--- config.mk ---
export PLATFORM = sky130hd
export DESIGN_NAME = hw_handshake_ctrl
export DESIGN_NICKNAME = d
export VERILOG_FILES = /design/src/rtl/hs_pkg.sv /design/src/rtl/hs_rts_hyst.sv /design/src/rtl/hs_cts_sync.sv /design/src/rtl/hs_cts_gate.sv /design/src/rtl/hw_handshake_ctrl.sv
export SDC_FILE = /design/constraint.sdc
export NUM_CORES = 1
export LEC_CHECK = 0
export ABC_AREA = 1
export CAP_MARGIN = 20
export CORE_MARGIN = 5
export CORE_UTILIZATION = 35
export DETAILED_ROUTE_END_ITERATION = 10
export MAX_ROUTING_LAYER = met4
export PLACE_DENSITY_LB_ADDON = 0.1
export SKIP_CTS_REPAIR_TIMING = 1
export SLEW_MARGIN = 20
export SYNTH_ARGS = -nofsm -noshare
export SYNTH_HDL_FRONTEND = slang
export SYNTH_SLANG_ARGS = --single-unit
export TNS_END_PERCENT = 20
--- constraint.sdc ---
create_clock -name clk -period 1 [get_ports clk]
set_input_delay 0.2 -clock clk [delete_from_list [all_inputs] [get_ports clk]]
set_output_delay 0.2 -clock clk [all_outputs]
set_load 0.1 [all_outputs]
--- src/rtl/hs_pkg.sv ---
package hs_pkg;
  localparam int FIELD_W = 4;

  typedef struct packed {
    logic [FIELD_W-1:0] resume;
    logic [FIELD_W-1:0] halt;
  } thr_fields_t;
endpackage

--- src/rtl/hs_rts_hyst.sv ---
module hs_rts_hyst
  import hs_pkg::*;
#(
  parameter int LVL_W = 7,
  parameter int SH    = 2
) (
  input  logic             clk,
  input  logic             rst_n,
  input  logic             auto_en,
  input  logic             sw_rts,
  input  logic [LVL_W-1:0] level,
  input  thr_fields_t      thr,
  output logic             rts_o
);
  logic [LVL_W-1:0] halt_lvl;
  logic [LVL_W-1:0] resume_lvl;
  logic             halted_q, halted_d;
  logic             rts_q, rts_d;

  assign halt_lvl   = LVL_W'(thr.halt) << SH;
  assign resume_lvl = LVL_W'(thr.resume) << SH;

  always_comb begin
    halted_d = halted_q;
    if (!auto_en)
      halted_d = 1'b0;
    else if (level >= halt_lvl)
      halted_d = 1'b1;
    else if (level <= resume_lvl)
      halted_d = 1'b0;
    rts_d = auto_en ? ~halted_d : sw_rts;
  end

  always_ff @(posedge clk or negedge rst_n) begin
    if (!rst_n) begin
      halted_q <= 1'b0;
      rts_q    <= 1'b0;
    end else begin
      halted_q <= halted_d;
      rts_q    <= rts_d;
    end
  end

  assign rts_o = rts_q;

  AST_HALT_DROPS_RTS: assert property (@(posedge clk) disable iff (!rst_n)
    (auto_en && level >= halt_lvl) |=> !rts_o);
  AST_RESUME_RAISES_RTS: assert property (@(posedge clk) disable iff (!rst_n)
    (auto_en && level < halt_lvl && level <= resume_lvl) |=> rts_o);
  AST_SW_RTS_FOLLOW: assert property (@(posedge clk) disable iff (!rst_n)
    !auto_en |=> (rts_o == $past(sw_rts)));
endmodule

--- src/rtl/hs_cts_sync.sv ---
module hs_cts_sync #(
  parameter int STAGES = 2
) (
  input  logic clk,
  input  logic rst_n,
  input  logic cts_i,
  output logic cts_s,
  output logic cts_event
);
  logic [STAGES-1:0] chain_q, chain_d;
  logic              prev_q;

  generate
    if (STAGES == 1) begin : g_single
      assign chain_d = cts_i;
    end else begin : g_multi
      assign chain_d = {chain_q[STAGES-2:0], cts_i};
    end
  endgenerate

  always_ff @(posedge clk or negedge rst_n) begin
    if (!rst_n) begin
      chain_q <= '0;
      prev_q  <= 1'b0;
    end else begin
      chain_q <= chain_d;
      prev_q  <= chain_q[STAGES-1];
    end
  end

  assign cts_s     = chain_q[STAGES-1];
  assign cts_event = cts_s ^ prev_q;
endmodule

--- src/rtl/hs_cts_gate.sv ---
module hs_cts_gate (
  input  logic clk,
  input  logic rst_n,
  input  logic cts_s,
  input  logic tx_busy,
  input  logic tx_stop_mid,
  output logic permit_q
);
  logic cap_en;
  logic permit_d;

  assign cap_en   = ~tx_busy | tx_stop_mid;
  assign permit_d = cap_en ? cts_s : permit_q;

  always_ff @(posedge clk or negedge rst_n) begin
    if (!rst_n)
      permit_q <= 1'b0;
    else
      permit_q <= permit_d;
  end

  AST_PERMIT_HELD_MIDCHAR: assert property (@(posedge clk) disable iff (!rst_n)
    (tx_busy && !tx_stop_mid) |=> $stable(permit_q));
  AST_PERMIT_TRACKS_IDLE: assert property (@(posedge clk) disable iff (!rst_n)
    !tx_busy |=> (permit_q == $past(cts_s)));
endmodule

--- src/rtl/hw_handshake_ctrl.sv ---
module hw_handshake_ctrl
  import hs_pkg::*;
#(
  parameter int FIFO_DEPTH  = 64,
  parameter int SYNC_STAGES = 2,
  localparam int LVL_W      = $clog2(FIFO_DEPTH + 1)
) (
  input  logic             clk,
  input  logic             rst_n,
  input  logic [LVL_W-1:0] rx_level,
  input  logic [7:0]       flow_thr,
  input  logic             auto_rts_en,
  input  logic             auto_cts_en,
  input  logic             sw_rts,
  input  logic             cts_i,
  input  logic             tx_busy,
  input  logic             tx_stop_mid,
  output logic             rts_o,
  output logic             tx_permit,
  output logic             cts_event
);
  localparam int SH = $clog2(FIFO_DEPTH) - FIELD_W;

  thr_fields_t thr;
  logic        cts_s;
  logic        permit_q;

  assign thr = flow_thr;

  hs_rts_hyst #(.LVL_W(LVL_W), .SH(SH)) u_rts (
    .clk(clk), .rst_n(rst_n), .auto_en(auto_rts_en), .sw_rts(sw_rts),
    .level(rx_level), .thr(thr), .rts_o(rts_o)
  );

  hs_cts_sync #(.STAGES(SYNC_STAGES)) u_sync (
    .clk(clk), .rst_n(rst_n), .cts_i(cts_i), .cts_s(cts_s), .cts_event(cts_event)
  );

  hs_cts_gate u_gate (
    .clk(clk), .rst_n(rst_n), .cts_s(cts_s), .tx_busy(tx_busy),
    .tx_stop_mid(tx_stop_mid), .permit_q(permit_q)
  );

  assign tx_permit = ~auto_cts_en | permit_q;

  AST_RESET_QUIET: assert property (@(posedge clk)
    !rst_n |-> (!rts_o && !cts_event));
endmodule

Word-level counts from Yosys, hierarchy flattened
Cells that the tools add are included.
{ "word_totals": {"reg_bits": 6, "out_inout_bits": 3, "elab_cells": 17} }
{ "op_classes": {"order_cmp": 2, "n_mux": 4, "n_bitwise": 6} }
{ "op_table": {"columns": ["operator", "n"], "rows": [
  [">= comparator 7 x 6 -> 1 bit", 1],
  ["less-or-equal comparator 7 x 6 -> 1 bit", 1],
  ["two-way mux 1 bit", 4],
  ["NOT 1 bit", 3],
  ["OR 1 bit", 2],
  ["bitwise XOR 1 bit", 1]
]} }

Depth between registers and ports, before layout
Gate-level depths: netlist of run 1.
{ "depth": {"word_depth": 6, "ltp_mapped": 10, "depth_no_buf": 10} }

Hierarchy
From an unflattened synthesis of run 1, not the netlist that was laid out.
{ "hier_totals": {"cells_unflattened": 70, "hier_area_um2": 473.0} }
{ "by_module_without_submodules": {"columns": ["module", "instances", "cells_per_inst", "area_per_inst_um2", "seq_area_each_um2"], "rows": [
  ["hs_rts_hyst", 1, 54, 326.6, 50.0],
  ["hs_cts_sync", 1, 8, 93.8, 75.1],
  ["hs_cts_gate", 1, 6, 45.0, 25.0],
  ["hw_handshake_ctrl", 1, 2, 7.5, 0.0]
]} }

Worst setup path after synthesis of run 1
OpenSTA, ideal clock, no wires.
{ "synth_timing": {"path_type": "register to output", "from": "register u_sync.chain_q[1]", "to": "output cts_event", "arrival_ps": 1810, "t_required_ps": 800, "setup_slack_ps": -1010, "path_stages_with_launch": 2, "n_path_buf": 0, "path_cell_list": "dfrtp_1 -> xor2_1"} }
{ "synth_between": {"elab_chain_cells": 1} }
{ "synth_lines": {"columns": ["element", "line", "text"], "rows": [
  ["from (decl)", "hs_cts_sync.sv:10", "logic [STAGES-1:0] chain_q, chain_d;"],
  ["from (signal assigned)", "hs_cts_sync.sv:26", "chain_q <= chain_d;"],
  ["bitwise XOR 1 bit", "hs_cts_sync.sv:32", "assign cts_event = cts_s ^ prev_q;"],
  ["to (decl)", "hw_handshake_ctrl.sv:20", "output logic cts_event"]
]} }
No other way between the ends.

Final worst setup path of run 1
{ "layout_timing": {"from": "input flow_thr[4]", "to": "register u_rts.rts_q, in the netlist u_rts.rts_o"} }
{ "layout_between": {"elab_chain_cells": 6} }
{ "layout_lines": {"columns": ["element", "line", "text"], "rows": [
  ["from (decl)", "hw_handshake_ctrl.sv:11", "input logic [7:0] flow_thr,"],
  ["less-or-equal comparator 7 x 6 -> 1 bit", "hs_rts_hyst.sv:29", "else if (level <= resume_lvl)"],
  ["two-way mux 1 bit", "hs_rts_hyst.sv:29", null],
  ["two-way mux 1 bit", "hs_rts_hyst.sv:27", "else if (level >= halt_lvl)"],
  ["two-way mux 1 bit", "hs_rts_hyst.sv:25", "if (!auto_en)"],
  ["NOT 1 bit", "hs_rts_hyst.sv:31", "rts_d = auto_en ? ~halted_d : sw_rts;"],
  ["two-way mux 1 bit", "hs_rts_hyst.sv:31", null],
  ["net u_rts.rts_d", "hs_rts_hyst.sv:18", "logic rts_q, rts_d;"],
  ["to (signal assigned)", "hs_rts_hyst.sv:40", "rts_q <= rts_d;"],
  ["to (decl)", "hs_rts_hyst.sv:18", null]
]} }
The timed path passes the listed nets, and every way through them passes these cells.
A chain may end at the register's enable or synchronous reset.

==> impl_metrics.csv, run 1 <==
group,metric,value,unit
logic_synthesis,syn_nets,100,
final_layout,nets,131,
logic_synthesis,synth_edf_count,0,
logic_synthesis,muxShareOfSynthArea,0,%
logic_synthesis,synth-simple-area-share,25.7,%
cts,root_buffer,"clkbuf_4",
route,ant_nets,0,
route,drt_iter0_drc,3,
timing,finalHoldViolations,0,
setup_path,critical_path_required,1.13,ns
floorplan,io_pins,26,
final_layout,syn_to_final_growth,98.4,%
min_path,hold_class,"in2async",
place,dp_hpwl,857,microns
timing,relSlewSlack,82.9,%
final_layout,multiInputGateArea,372,sq um
logic_synthesis,ys.flop_type,"dfrtp_1",
setup_path,arrival,1.37,ns
setup_path,worst-r2r-setup-slack,0.13,ns
power_and_ir_drop,cellPowerDensity,927,mW/mm^2
route,drc,0,
floorplan,start_util,37.0,%
logic_synthesis,synth-xor-area-share,1.82,%
route,wl_per_cell,10.6,microns
route,num_vias,493,
timing,worst_pin_slew,0.256,ns
setup_path,critical_path_class,"in2reg",
logic_synthesis,yosys.cell_count.top_type,"inv_1",
floorplan,fp.dieArea,0.00222,sq mm
logic_synthesis,async_reset_ff_share,100,%
route,drt-total-wl,1200,microns
logic_synthesis,syn_area,482,sq um
logic_synthesis,synthTopCellsByArea,"dfrtp_1 31%, ha_1 21%, inv_1 16%",
floorplan,dieHeight,47.1,microns
logic_synthesis,yosysWarnings,0,
logic_synthesis,synthDominantCellAreaShare,31.2,%
run,drv_cap,0,
logic_synthesis,synth_top_family_by_area,"simple AND/OR/NAND/NOR gates",
global_route,grt_pass1_vias,405,
global_route,grt_overflow_total,0,
logic_synthesis,syn_area_per_cell,6.98,sq um
status,outcome,"finished, violations left",
floorplan,die_w,47.1,microns
place,dp_cells,110,
logic_synthesis,ys_ff_latch,6,
timing,maxSlewViolCount,0,
cts,cts_tree,"yes",
route,firstDrtPassIters,2,
final_layout,fill_cells,105,
final_layout,drive_above_1_share,32.7,%
cts,worstSkewPairLatency,0.24,ns
global_route,grt_pass1_wl,1550,microns
place,routabilityCongestion,0.689,
floorplan,rows,13,
cts,htree_num_levels,1,
status,violations,"negative setup slack",
logic_synthesis,ys_types,11,
final_layout,utilization,73.5,%
logic_synthesis,seq_area_frac_synth,31.2,%
final_layout,instances_no_fill,113,
logic_synthesis,synth_compound_area_share,4.16,%
logic_synthesis,synth_top_area_cell,"dfrtp_1",
global_route,track_usage,10.5,%
timing,setup_viol,4,
timing,rsz0062_at_grt,"yes",
setup_path,endpoint_kind,"flip-flop",
floorplan,core-area,0.00130,sq mm
timing,fin_worst_skew,0.00162,ns
setup_path,worstSetupStartpointType,"input port",
route,vias_per_cell,4.36,
cts,cts_buffer_depth,2,
logic_synthesis,syn_inst,69,
global_route,antenna_found_initial,0,
timing,worst_slack,-0.246,ns
logic_synthesis,synth_commonest_cells,"21 x inv_1, 15 x nand2_1, 8 x ha_1, 8 x nor2_1, 6 x dfrtp_1",
power_and_ir_drop,vdd_ir_drop_max,0.894,mV
cts,cts.sinks,6,
power_and_ir_drop,leakage,0.546,nW
logic_synthesis,synth-adder-area-share,20.8,%
cts,clk_transition_reported_paths,0.04,ns
cts,cts_buffers,3,
place,io_buffers,25,
timing,min_period,1.25,ns
final_layout,diodes,0,
setup_path,path_max_fanout,2,
final_layout,seq_area,151,sq um
timing,max_freq,0.802,GHz
timing,fin_crit_sh,125,%
global_route,grt_max_degree,7,
-- routing by layer --
layer | track usage [%] | up-vias | share of wire (%)
li1 | - | 262 | -
met1 | 11.8 | 211 | 40
met2 | 15.7 | 20 | 50
met3 | 5.75 | 0 | 11
met4 | 3.31 | 0 | 0
met5 | - | - | 0
-- path summary, 6_finish.rpt --
| check | endpoint | start | cells past startpoint |
|---|---|---|---|
| hold / removal | u_sync.chain_q[1] | rst_n | 1 |
| setup reg to reg | u_gate.permit_q | u_sync.chain_q[1] | 3 |
| max in group asynchronous | u_sync.prev_q | rst_n | 1 |
| min in group clk | u_sync.chain_q[1] | u_sync.chain_q[0] | 0 |
| setup / recovery | u_rts.rts_o | flow_thr[4] | 10 |
| hold reg to reg | u_sync.chain_q[1] | u_sync.chain_q[0] | 0 |
-- cells in the final DEF (no fill, tap or decap) --
cell type / n
a21oi_1: 1
clkbuf_4: 3
nor2_1: 7
ha_1: 2
a21oi_2: 1
clkdlybuf4s50_1: 12
buf_4: 1
nand3_2: 2
dfrtp_1: 5
inv_1: 13
nor2_2: 3
dlymetal6s2s_1: 10
nand2_4: 1
nand3_1: 3
ha_4: 6
a31oi_1: 1
nand2_2: 2
xor2_4: 1
inv_2: 8
buf_12: 3
nand2_1: 12
dfrtp_2: 1
-- final cells by class --
| cell class | count | share of cell area [%] |
|---|---|---|
| tap | 15 | 1.96 |
| timing repair buffer | 26 | 32.7 |
| clock buffer | 3 | 2.36 |
| sequential | 6 | 15.8 |
| multi-input combinational | 42 | 38.9 |
| inverter | 21 | 8.25 |
-- report_power, final --
part	switching (mW)	internal, mW	leakage [nW]
Combinational	0.207	0.194	0.462
Clock	0.0770	0.135	0.0138
Sequential	0.0117	0.261	0.0700
-- logic make-up after synthesis --
group | after synthesis
AOI/OAI and AO/OA | 3
adders and majority gates | 8
xor gates and xnor gates | 1
and+or+nand+nor | 30
buffers and inverters | 21
DFF | 6
-- state kept, by name, indices dropped and copies added, names as in the netlist --
signal / cells
u_sync.prev_q: 1
u_rts.rts_o: 1
u_rts.halted_q: 1
u_sync.chain_q: 2
u_gate.permit_q: 1
-- worst max-delay path, cell delays in order --
cell	delay [ns]
clkdlybuf4s50_1	0.45
ha_1	0.21
nand2_1	0.06
inv_1	0.03
nand2_1	0.05
nor2_1	0.04
nor2_1	0.12
nand2_2	0.08
nand3_2	0.07
nand2_1	0.05
-- metrics by stage --
stage / hold slack, ns / area [sq um] / setup TNS [ns] / setup slack [ns] / total power [mW]
floorplan: -0.0956 / 500 / -0.538 / -0.213 / 0.458
global placement: 0.333 / 807 / -1.21 / -0.569 / 0.621
detailed placement: 0.343 / 807 / -1.27 / -0.589 / 0.624
CTS: 0.190 / 830 / -1.04 / -0.341 / 0.849
global route: 0.202 / 956 / -1.04 / -0.303 / 0.965
finish: 0.195 / 956 / -0.799 / -0.246 / 0.886
No activity file was read; power rests on OpenSTA's default activity.
==> run 2, diff against run 1 <==
Settings changed: CORE_MARGIN 5 to unset.
==> run 2 against run 1 <==
The run still ends with negative setup slack left. Highest routed layer unchanged. Total power is 0.48% lower. Flip-flop and latch count is the same. Sequential share of layout area up 0.23 points. Non-clock buffer count did not move. Critical endpoint is now cts_event. Sequential power about the same.
==> impl_metrics.csv, run 2 (synthesized netlist as in run 1, its figures left out) <==
group,metric,value,unit
status,outcome,"finished, violations left",
status,violations,"negative setup slack",
global_route,gr-usage-met1,14.8,%
place,routabilityCongestion,0.725,
floorplan,dieHeight,39.1,microns
floorplan,io_pins,26,
route,wl_per_cell,10.2,microns
timing,worst_slack,-0.244,ns
timing,relSlewSlack,82.6,%
final_layout,syn_to_final_growth,94.0,%
timing,worst_pin_slew,0.260,ns
cts,worstSkewPairLatency,0.24,ns
power_and_ir_drop,total_power,882,uW
timing,finalHoldViolations,0,
final_layout,diodes,0,
cts,cts.sinks,6,
cts,clk_transition_reported_paths,0.05,ns
route,num_vias,515,
final_layout,largest-register,"u_sync.chain_q",
cts,root_buffer,"clkbuf_4",
global_route,grt_pass1_vias,384,
global_route,antenna_found_initial,0,
route,vias_per_cell,4.56,
floorplan,start_util,37.5,%
power_and_ir_drop,vdd_ir_drop_max,0.617,mV
place,io_buffers,25,
timing,maxSlewViolCount,0,
global_route,busiest_layer,"met2",
run,drv_cap,0,
final_layout,fill_cells,97,
final_layout,instances_no_fill,113,
power_and_ir_drop,cellPowerDensity,944,mW/mm^2
route,ant_nets,0,
timing,fin_crit_sh,124,%
global_route,grt_overflow_total,0,
setup_path,worstSetupStartpointType,"flip-flop",
final_layout,largest_reg_flops,2,
cts,cts_buffer_depth,2,
floorplan,fp.dieArea,0.00153,sq mm
setup_path,critical_path_required,0.80,ns
route,drt_iter0_drc,3,
global_route,grt_max_degree,7,
final_layout,fin_area,935,sq um
place,post-place-ws,-0.592,ns
timing,tns,-0.784,ns
place,dp_cells,110,
timing,rsz0062_at_grt,"yes",
timing,max_freq,0.804,GHz
setup_path,critical_path_class,"reg2out",
cts,cts_tree,"yes",
global_route,grtUsageMet2,21.7,%
final_layout,drive_above_1_share,28.6,%
route,firstDrtPassIters,2,
floorplan,rows,13,
floorplan,core-area,0.00128,sq mm
final_layout,seq_area,150,sq um
setup_path,arrival,1.04,ns
final_layout,mostFrequentLayoutCells,"14 x inv_1, 12 x nand2_1, 11 x clkdlybuf4s50_1, 11 x dlymetal6s2s_1",
global_route,met3_usage,3.47,%
global_route,track_usage,13.1,%
route,drc,0,
place,post_dp_cell_area,807,sq um
setup_path,path_max_fanout,1,
min_path,hold_class,"in2async",
final_layout,final_common_cell,"inv_1",
timing,fin_worst_skew,0.00307,ns
final_layout,nets,131,
timing,min_period,1.24,ns
cts,cts_buffers,3,
setup_path,endpoint_kind,"primary output",
final_layout,utilization,72.7,%
cts,htree_num_levels,1,
final_layout,multiInputGateArea,349,sq um
place,dp_hpwl,753,microns
route,drt-total-wl,1150,microns
floorplan,die_w,39.1,microns
power_and_ir_drop,leakage,0.550,nW
global_route,grt_pass1_wl,1320,microns
timing,setup_viol,4,
timing,holdWs,0.197,ns
-- run 2: changes by cell type in the layout (fill, tap and decap cells not counted) --
| cell | delta |
|---|---|
| clkdlybuf4s50_1 | -1 |
| dfrtp_1 | +1 |
| dfrtp_2 | -1 |
| dlymetal6s2s_1 | +1 |
| ha_1 | +1 |
| ha_4 | -1 |
| inv_1 | +1 |
| inv_2 | -1 |
| nand2_2 | +1 |
| nand2_4 | -1 |
| nand3_1 | +1 |
| nand3_2 | -1 |
-- run 2: area by class of cell --
class                   count  area share, %
inverters                  21           8.43
repair buffers             26           33.7
clock buffers               3           2.41
well taps                  15           2.01
flip-flops and latches      6           16.1
multi-input cells          42           37.3
-- run 2: routing by layer --
metal	wire length (microns)	part of all wire, %	vias up
met3	54	4.7	0
met1	448	39	237
li1	-	-	261
met5	0	0	-
met4	0	0	0
met2	646	56	17
-- run 2: power by group --
part	total, mW	switching, mW	internal (mW)
registers	0.272	0.0121	0.260
clock network	0.219	0.0830	0.136
logic	0.391	0.203	0.188
-- run 2: worst paths after layout --
| check | from | to | slack [ns] | cells past startpoint |
|---|---|---|---|---|
| worst max register to register | u_sync.chain_q[1] | u_gate.permit_q | 0.13 | 3 |
| worst min register to register | u_sync.chain_q[0] | u_sync.chain_q[1] | 0.35 | 0 |
| worst min-delay path | rst_n | u_sync.chain_q[1] | 0.20 | 1 |
| min in group clk | u_sync.chain_q[0] | u_sync.chain_q[1] | 0.35 | 0 |
| max in group asynchronous | rst_n | u_rts.halted_q | 0.59 | 1 |
| worst max-delay path | u_sync.prev_q | cts_event | -0.24 | 2 |
-- run 2: worst max-delay path, stage by stage (launching register included) --
cell     delay (ns)
dfrtp_1        0.42
xor2_4         0.20
buf_12         0.19
==> run 3, diff against run 2 <==
Clock period 1 ns to 1.6 ns, I/O delays scaled along.
==> run 3 against run 2 <==
The run now ends clean. Routed wire length fell by 26%. Global-route usage grew 1.7 points. First-iteration DRC count increased to 3.0 times the previous value. Worst hold slack gained 0.11 ns. Register-to-register slack gained 0.71 ns. Critical endpoint is now u_rts.rts_o.
==> impl_metrics.csv, run 3 (synthesized netlist as in run 1, its figures left out) <==
group,metric,value,unit
global_route,grt_max_degree,7,
route,drt-met1-wl,414,microns
final_layout,largest-register,"u_sync.chain_q",
cts,root_buffer,"clkbuf_4",
final_layout,largest_reg_flops,2,
power_and_ir_drop,p_sw_share,32.0,%
final_layout,nets,130,
power_and_ir_drop,pwr-share-seq,32.8,%
setup_path,path_delay_family,"buffers and inverters",
final_layout,seq_area,150,sq um
cts,clk_transition_reported_paths,0.04,ns
final_layout,mostFrequentLayoutCells,"22 x clkdlybuf4s50_1, 21 x inv_1, 15 x nand2_1",
floorplan,die_w,39.1,microns
cts,cts.sinks,6,
final_layout,syn_to_final_growth,70.6,%
timing,setup_viol,0,
power_and_ir_drop,vdd_ir_drop_max,0.461,mV
setup_path,worstSetupStartpointType,"input port",
setup_path,arrival,1.59,ns
status,outcome,"completed",
floorplan,rows,13,
cts,cts_tree,"yes",
route,firstDrtPassIters,4,
timing,max_freq,0.684,GHz
setup_path,critical_path_required,1.73,ns
power_and_ir_drop,total_power,519,uW
timing,fin_crit_sh,91.4,%
power_and_ir_drop,cellPowerDensity,632,mW/mm^2
power_and_ir_drop,leakage,0.450,nW
timing,worst_pin_slew,0.256,ns
timing,finalHoldViolations,0,
global_route,grt_pass1_wl,1410,microns
route,drt_iter0_drc,9,
place,routabilityCongestion,0.759,
timing,rsz0062_at_grt,"no",
route,wl_met2,378,microns
floorplan,dieHeight,39.1,microns
cts,htree_num_levels,1,
power_and_ir_drop,p_sw,166,uW
route,ant_nets,0,
timing,min_period,1.46,ns
route,num_vias,476,
timing,relSlewSlack,82.9,%
route,drt-total-wl,852,microns
floorplan,start_util,37.5,%
setup_path,crit_top_cell,"nand3_1",
final_layout,drive_above_1_share,10.3,%
final_layout,diodes,0,
floorplan,fp.dieArea,0.00153,sq mm
setup_path,cpPeakStageDelay,0.45,ns
power_and_ir_drop,intPower,353,uW
setup_path,endpoint_kind,"flip-flop",
setup_path,path_buf_inv,3,
power_and_ir_drop,pwr-share-comb,41.2,%
cts,cts_buffer_depth,2,
final_layout,utilization,64.0,%
place,dp_hpwl,769,microns
route,wl_met3,59,microns
timing,fin_worst_skew,0.00338,ns
run,drv_cap,0,
cts,worstSkewPairLatency,0.24,ns
floorplan,io_pins,26,
setup_path,path_max_fanout,3,
global_route,track_usage,14.8,%
global_route,antenna_found_initial,0,
place,io_buffers,25,
final_layout,final_common_cell,"clkdlybuf4s50_1",
setup_path,crit_chain,"clkdlybuf4s50_1, inv_1, ha_1, inv_1, nor2_1, nand3_1, nand3_1, nand2_1, nand3_1, nand2_1",
cts,cts_buffers,3,
route,drc,0,
route,vias_per_cell,4.25,
route,top_layer,"met3",
final_layout,fill_cells,118,
timing,maxSlewViolCount,0,
global_route,grt_pass1_vias,371,
global_route,grt_overflow_total,0,
power_and_ir_drop,clock_power_share,26.0,%
min_path,hold_class,"in2async",
floorplan,core-area,0.00128,sq mm
final_layout,multiInputGateArea,272,sq um
setup_path,slowest_stage,"clkdlybuf4s50_1",
route,wl_per_cell,7.61,microns
setup_path,critical_path_class,"in2reg",
run 3: layer usage:
metal	global-route usage [%]	up-vias
li1	-	261
met4	5.17	0
met1	20.1	198
met3	8.67	0
met2	17.5	17
met5	-	-
run 3: through the flow:
step	hold WS [ns]	setup TNS, ns	worst slack (ns)	cells	cell area [sq um]
final	0.311	0	0.137	112	822
after global routing	0.308	0	0.0130	112	822
after CTS	0.316	0	0.118	112	822
after detailed placement	0.347	-0.203	-0.123	109	800
after global placement	0.335	-0.147	-0.0873	109	800
after floorplan	0.0244	0	0.267	69	500
run 3: cell type report:
type	count	area share [%]
inverters	21	9.59
repair buffers	25	34.1
clock buffers	3	2.74
multi-input cells	42	33.0
well taps	15	2.28
flip-flops and latches	6	18.3
run 3: path summary, 6_finish.rpt:
kind,from,end,slack (ns),depth (start not counted)
setup / recovery,flow_thr[7],u_rts.rts_o,0.14,10
hold / removal,rst_n,u_gate.permit_q,0.31,1
setup reg to reg,u_rts.halted_q,u_rts.rts_o,0.84,5
hold reg to reg,u_sync.chain_q[0],u_sync.chain_q[1],0.35,0
max in group asynchronous,rst_n,u_rts.rts_o,1.08,1
min in group clk,u_sync.chain_q[0],u_sync.chain_q[1],0.35,0
run 3: power by group through the flow:
| stage | Sequential, mW | Clock [mW] | Combinational (mW) |
|---|---|---|---|
| after global placement | 0.172 | 0 | 0.213 |
| after detailed placement | 0.173 | 0 | 0.216 |
| after CTS | 0.171 | 0.137 | 0.217 |
| after floorplan | 0.187 | 0 | 0.0990 |
| after global routing | 0.172 | 0.154 | 0.236 |
| final | 0.170 | 0.135 | 0.214 |
